`src/rtl/mos_pkg.sv`:
```
package mos_pkg;

    localparam int CF_W  = 4;
    localparam int CF_LT = 3;
    localparam int CF_GT = 2;
    localparam int CF_EQ = 1;
    localparam int CF_SO = 0;

    typedef struct packed {
        logic            ca;
        logic            ov;
        logic            so;
        logic [CF_W-1:0] cond;
        logic            res_we;
        logic            ca_we;
        logic            ov_we;
        logic            cond_we;
    } mos_flags_t;

endpackage

```
`src/rtl/mos_adder.sv`:
```
module mos_adder #(
    parameter int DW = 32
) (
    input  logic [DW-1:0] opnd_i,
    input  logic          cin_i,
    output logic [DW-1:0] sum_o,
    output logic          cout_o,
    output logic          ovf_o
);
    localparam logic [DW:0] ALL_ONES = {1'b0, {DW{1'b1}}};

    logic [DW:0] inv_ext;
    logic [DW:0] wide_sum;

    always_comb begin
        inv_ext  = {1'b0, ~opnd_i};
        wide_sum = inv_ext + ALL_ONES + {{DW{1'b0}}, cin_i};
        sum_o    = wide_sum[DW-1:0];
        cout_o   = wide_sum[DW];
        // second addend is negative: overflow only when the inverted
        // operand is negative too and the sum flips to non-negative
        ovf_o    = inv_ext[DW-1] & ~wide_sum[DW-1];
    end
endmodule

```
`src/rtl/mos_cond.sv`:
```
module mos_cond
    import mos_pkg::*;
#(
    parameter int DW = 32
) (
    input  logic [DW-1:0]   res_i,
    input  logic            so_i,
    output logic [CF_W-1:0] cond_o
);
    logic neg, zero;

    always_comb begin
        neg            = res_i[DW-1];
        zero           = (res_i == '0);
        cond_o         = '0;
        cond_o[CF_LT]  = neg;
        cond_o[CF_EQ]  = zero;
        cond_o[CF_GT]  = ~neg & ~zero;
        cond_o[CF_SO]  = so_i;
    end
endmodule

```
`src/rtl/minus_one_sub_unit.sv`:
```
module minus_one_sub_unit
    import mos_pkg::*;
#(
    parameter int DW = 32
) (
    input  logic            clk,
    input  logic            rst_n,
    input  logic            valid_i,
    input  logic [DW-1:0]   opnd_i,
    input  logic            ca_i,
    input  logic            so_i,
    input  logic            ovf_en_i,
    input  logic            rec_i,
    output logic [DW-1:0]   result_o,
    output logic            res_we_o,
    output logic            ca_o,
    output logic            ca_we_o,
    output logic            ov_o,
    output logic            so_o,
    output logic            ov_we_o,
    output logic [CF_W-1:0] cond_o,
    output logic            cond_we_o
);
    typedef struct packed {
        logic [DW-1:0] res;
        mos_flags_t    fl;
    } st_t;

    st_t st_d, st_q;

    logic [DW-1:0]   sum_w;
    logic            cout_w;
    logic            ovf_w;
    logic            so_upd;
    logic [CF_W-1:0] cond_w;

    mos_adder #(.DW(DW)) u_add (
        .opnd_i (opnd_i),
        .cin_i  (ca_i),
        .sum_o  (sum_w),
        .cout_o (cout_w),
        .ovf_o  (ovf_w)
    );

    assign so_upd = ovf_en_i ? (so_i | ovf_w) : so_i;

    mos_cond #(.DW(DW)) u_cond (
        .res_i  (sum_w),
        .so_i   (so_upd),
        .cond_o (cond_w)
    );

    always_comb begin
        st_d            = st_q;
        st_d.fl.res_we  = 1'b0;
        st_d.fl.ca_we   = 1'b0;
        st_d.fl.ov_we   = 1'b0;
        st_d.fl.cond_we = 1'b0;
        if (valid_i) begin
            st_d.res       = sum_w;
            st_d.fl.res_we = 1'b1;
            st_d.fl.ca     = cout_w;
            st_d.fl.ca_we  = 1'b1;
            if (ovf_en_i) begin
                st_d.fl.ov    = ovf_w;
                st_d.fl.so    = so_upd;
                st_d.fl.ov_we = 1'b1;
            end
            if (rec_i) begin
                st_d.fl.cond    = cond_w;
                st_d.fl.cond_we = 1'b1;
            end
        end
    end

    always_ff @(posedge clk or negedge rst_n) begin
        if (!rst_n) st_q <= '0;
        else        st_q <= st_d;
    end

    assign result_o  = st_q.res;
    assign res_we_o  = st_q.fl.res_we;
    assign ca_o      = st_q.fl.ca;
    assign ca_we_o   = st_q.fl.ca_we;
    assign ov_o      = st_q.fl.ov;
    assign so_o      = st_q.fl.so;
    assign ov_we_o   = st_q.fl.ov_we;
    assign cond_o    = st_q.fl.cond;
    assign cond_we_o = st_q.fl.cond_we;

    a_r2_carry_every_op: assert property (@(posedge clk) disable iff (!rst_n)
        valid_i |=> (ca_we_o && res_we_o));
    a_r3_neg_operand_no_overflow: assert property (@(posedge clk) disable iff (!rst_n)
        (valid_i && ovf_en_i && opnd_i[DW-1]) |=> !ov_o);
    a_r4_ov_gate: assert property (@(posedge clk) disable iff (!rst_n)
        (valid_i && !ovf_en_i) |=> !ov_we_o);
    a_r5_so_sticky: assert property (@(posedge clk) disable iff (!rst_n)
        (valid_i && ovf_en_i && so_i) |=> so_o);
    a_r6_cond_gate: assert property (@(posedge clk) disable iff (!rst_n)
        (valid_i && !rec_i) |=> !cond_we_o);
    a_r7_cond_onehot: assert property (@(posedge clk) disable iff (!rst_n)
        cond_we_o |-> ($countones(cond_o[CF_LT:CF_EQ]) == 1));
    a_r7_so_copy: assert property (@(posedge clk) disable iff (!rst_n)
        (cond_we_o && ov_we_o) |-> (cond_o[CF_SO] == so_o));
    a_r8_idle_no_write: assert property (@(posedge clk) disable iff (!rst_n)
        !valid_i |=> !(res_we_o || ca_we_o || ov_we_o || cond_we_o));
    a_r8_idle_hold: assert property (@(posedge clk) disable iff (!rst_n)
        !valid_i |=> $stable(result_o));
endmodule

```
`config.mk`:
```
export PLATFORM = sky130hd
export DESIGN_NAME = minus_one_sub_unit
export DESIGN_NICKNAME = d
export VERILOG_FILES = /design/src/rtl/mos_pkg.sv /design/src/rtl/mos_adder.sv /design/src/rtl/mos_cond.sv /design/src/rtl/minus_one_sub_unit.sv
export SDC_FILE = /design/constraint.sdc
export NUM_CORES = 1
export LEC_CHECK = 0
export BUFFER_PORTS_ARGS = -buffer_cell sky130_fd_sc_hd__buf_2
export CAP_MARGIN = 10
export CORE_MARGIN = 4
export CORE_UTILIZATION = 54
export CTS_CLUSTER_DIAMETER = 40
export CTS_CLUSTER_SIZE = 14
export DETAILED_ROUTE_END_ITERATION = 12
export PLACE_DENSITY = 0.85
export RECOVER_POWER = 100
export SLEW_MARGIN = 0
export SYNTH_ARGS = -nofsm -noshare
export SYNTH_HDL_FRONTEND = slang
export SYNTH_SLANG_ARGS = --single-unit
```
`constraint.sdc`:
```
create_clock -name clk -period 1.35 [get_ports clk]
set_input_delay 0.27 -clock clk [delete_from_list [all_inputs] [get_ports clk]]
set_output_delay 0.27 -clock clk [all_outputs]
set_load 0.01 [all_outputs]
```
==> out/qor.yml, run 1 <==
numCtsBuffers: 5
synth_ff_type: "dfrtp_1"
synth_seq_cells: 42
syn_nets: 278
lastStage: "global routing (5_1_grt)"
syn_avg_cell_area_sq_um: 10.11
die-width_um: 74.47
cts_max_path_buffers: 2
ys_warn_count: 0
tool.error: "[ERROR DPL-0038] Utilization greater than 100%, impossible to legalize"
start_util_pct: 57.58
synth_edf_count: 0
numPortBuffers: 81
cts_sinks: 42
rows: 23
synthCells: 236
cts.root.buffer_cell: "clkbuf_8"
seq_area_frac_synth_pct: 44.05
grt-worst-endpoint: "cond_o[2]$_DFFE_PN0P_/D"
die_h_um: 74.47
grt_max_degree: 39
async_flop_share_pct: 100.0
synth_cell_types: 38
h-tree-depth: 2
num_io_pins: 82
dp_hpwl_um: 5480
worstEpCategory: "register input"
status: "did not finish"
gp_congestion: 0.8633
netlist_area_sq_um: 2386
dpl.cell_count: 429
place_area_sq_um: 3431
## synthesized netlist by cell type, drive strengths merged, types with 3 or more instances
cell type | instances | area (sq um)
a21oi | 5 | 25.02
xnor2 | 18 | 157.7
nand4 | 13 | 96.34
inv | 12 | 45.04
mux2i | 6 | 60.06
ha | 3 | 37.54
dfrtp | 42 | 1051
nor4 | 4 | 37.53
nor2 | 21 | 81.33
mux2 | 27 | 304.0
o21ai | 7 | 35.03
buf | 8 | 41.28
nor3 | 8 | 40.04
or3 | 3 | 18.77
nand2 | 17 | 63.81
xor2 | 11 | 96.34
nand3 | 12 | 60.06
## stage by stage
stage	utilization [%]	setup slack [ps]
2_1_floorplan	-	-1360
3_3_place_gp	82.79	-1385
4_1_cts	95.32	-1126
3_5_place_dp	82.79	-1538
## logic make-up after synthesis
| family | after synthesis | synth area share, % |
|---|---|---|
| xor gates and xnor gates | 29 | 10.64 |
| DFF | 42 | 44.05 |
| and+or+nand+nor | 89 | 20.08 |
| adders and majority gates | 3 | 1.573 |
| AOI/OAI and AO/OA | 19 | 4.614 |
| buffers and inverters | 21 | 3.775 |
| muxes | 33 | 15.26 |
## what timing repair did
| item | CTS |
|---|---|
| setup endpoints to repair | 32 |
| pin swaps | 20 |
| buffers inserted | 43 |
| gates cloned | 0 |
| hold buffers | 1 |
| hold endpoints to repair | 17 |
| resized for setup | 70 |
==> run 2: changes to the inputs <==
Settings changed: CORE_UTILIZATION 54 to 40, CTS_CLUSTER_DIAMETER 40 to not set, CTS_CLUSTER_SIZE 14 to not set, PLACE_DENSITY 0.85 to not set, PLACE_DENSITY_LB_ADDON set to 0.15.
==> out/qor.yml, run 2 <==
fmax_mhz: 392.4
num_antenna_cells: 0
antenna_found_initial: 0
yosys.area.top_type_share_pct: 44.05
cp-start-kind: "input pin"
h-tree-depth: 2
core_area_sq_um: 5642
die-area_sq_um: 7265
violations: "setup timing"
critPathKind: "in2reg"
reg2reg_depth: 1
finish.utilization_pct: 68.97
numCtsBuffers: 5
mostFrequentLayoutCells: "73 x buf_4, 45 x clkbuf_1, 42 x dfrtp_1"
path_buf_inv: 1
layout_commonest_cell: "buf_4"
setup_ws_ps: -1198
yosysTopAreaCell: "dfrtp_1"
pre_cts_ws_ps: -1520
synthCells: 236
fin_crit_sh_pct: 188.8
grt_overflow: 0
hp-class: "in2reg"
num_vias: 2363
cp_top_family: "simple AND/OR/NAND/NOR gates"
rows: 27
num_io_pins: 82
clkTransAtPathRegs_ps: 80
start_util_pct: 42.29
dp_hpwl_um: 5458
grt_pass1_vias: 2486
gp_congestion: 0.8327
die-width_um: 85.24
synth_area_leaders: "dfrtp_1 44%, mux2_2 13%, xnor2_1 6.6%"
final_layout_size_suffix_gt1_share_pct: 48.50
ir_worst_vdd_uv: 465.0
n_fill_cell: 460
largest_reg_flops: 32
grt_pass1_wl_um: 11800
syn_avg_cell_area_sq_um: 10.11
cts_sinks: 42
cts_tree: "built"
synth_edf_count: 0
min_from: "so_i"
drc_errors: 0
power_density_nw_per_um2: 825.3
die_h_um: 85.24
end_kind: "flip-flop"
async_flop_share_pct: 100.0
final_cell_area_sq_um: 3891
cts.root.buffer_cell: "clkbuf_8"
drv_slew: 0
grt_max_degree: 27
place_area_sq_um: 3496
multi_input_area_sq_um: 1520
seq_area_frac_synth_pct: 44.05
wire_per_inst_um: 15.17
final_nets: 441
drt.antenna.violating_nets: 0
min_to: "so_o$_DFFE_PN0P_"
ff_latch_area_sq_um: 1051
drt-total-wl_um: 7161
synth_cell_types: 38
setup_violations: 36
vias_per_cell: 5.006
cts_max_path_buffers: 2
dpl.cell_count: 456
path_max_fanout: 2
max-slew-margin-rel_pct: 60.19
dr.pass1.iters: 4
synth_most_common_cell: "dfrtp_1"
total_leakage_power_nw: 1.734
ys_warn_count: 0
synth_seq_cells: 42
tightest_slew_ps: 597.1
stdcell_count: 472
r2r_setup_slack_ps: 580
arrival_ps: 2730
worstPathCellList: "buf_6 -> nand4_1 -> or3_4 -> or3_4 -> nor2_4 -> ha_4 -> nor3b_2 -> nand4_1 -> or4_4 -> nor4_4 -> nor2_1"
netlist_area_sq_um: 2386
synth_ff_type: "dfrtp_1"
clock-skew-final_ps: 0
drt_iter0_markers: 151
cp_slowest_stage_delay_ps: 460
maxCapViolations: 0
fin_crit_ps: 2548
status: "finished with violations"
crit_slowest_cell: "or4_4"
hold_viol_final: 0
hold_path_depth: 3
syn_nets: 278
grt.total_usage_pct: 20.10
clkLatencyLatePin_ps: 290
rr_endpoint: "result_o[15]$_DFFE_PN0P_"
reg2reg_from: "result_o[15]$_DFFE_PN0P_"
required_ps: 1530
rsz0062_at_grt: "true"
numPortBuffers: 81
synthTopCellsByCount: "42 x dfrtp_1, 27 x mux2_2, 20 x nor2_1, 18 x xnor2_1, 17 x nand2_1"
syn_to_final_growth_pct: 63.08
==> run 2: how the worst max path moves through the flow <==
| stage | start | endpoint | slack [ps] | cells past startpoint |
|---|---|---|---|---|
| 4_1_cts | ca_i | cond_o[2]$_DFFE_PN0P_ | -1140 | 13 |
| 5_1_grt | opnd_i[11] | cond_o[2]$_DFFE_PN0P_ | -1280 | 11 |
| 6_report | opnd_i[11] | cond_o[2]$_DFFE_PN0P_ | -1200 | 11 |
| 3_5_place_dp | opnd_i[12] | cond_o[2]$_DFFE_PN0P_ | -1520 | 11 |
| 2_1_floorplan | opnd_i[7] | cond_o[2]$_DFFE_PN0P_ | -1360 | 11 |
| 3_3_place_gp | ca_i | cond_o[2]$_DFFE_PN0P_ | -1400 | 13 |
==> run 2: repair_timing <==
action,in CTS,in global routing
pin swaps,10,9
endpoints found under the setup margin,32,31
hold buffers,1,0
gates resized for setup,47,18
setup buffers,8,0
hold endpoints to repair,16,0
==> run 2: cell families after synthesis <==
logic type                 count (synthesis)  share of synthesized area (%)
DFF                                       42                          44.05
muxes                                     33                          15.26
and+or+nand+nor                           89                          20.08
buffers and inverters                     21                          3.775
AOI/OAI and AO/OA                         19                          4.614
adders and majority gates                  3                          1.573
xor gates and xnor gates                  29                          10.64
==> run 2: area by class of cell <==
cell class / count / area share, %
Clock buffer: 6 / 1.865
Inverter: 12 / 1.479
Sequential cell: 42 / 27.01
Timing Repair Buffer: 165 / 27.30
Multi-Input combinational cell: 173 / 39.07
Tap cell: 72 / 2.315
Clock inverter: 2 / 0.9646
==> run 2: report_power, final <==
part | internal, W | switching, W
Clock | 0.000552 | 0.000447
Sequential | 0.00138 | 0.0000633
Combinational | 0.000379 | 0.000392
Total | 0.00231 | 0.000902
==> run 2: per-stage QoR <==
stage,power [W],hold WS (ps),TNS [ps]
floorplan,0.001794,-25.59,-11600
global placement,0.002202,228.9,-22340
detailed placement,0.002214,230.6,-22890
CTS,0.003267,255.8,-10800
global route,0.003384,279.2,-15160
finish,0.003211,250.6,-12170
==> run 2: layer usage <==
layer  track usage, %  vias to the layer above  share of wire, %
li1                 -                     1152                 -
met1            27.08                     1123                44
met2            33.40                       73                48
met3            3.592                       15               6.1
met4            5.180                        0               2.1
met5                0                        -                 0
No activity file was read; power rests on OpenSTA's default activity.
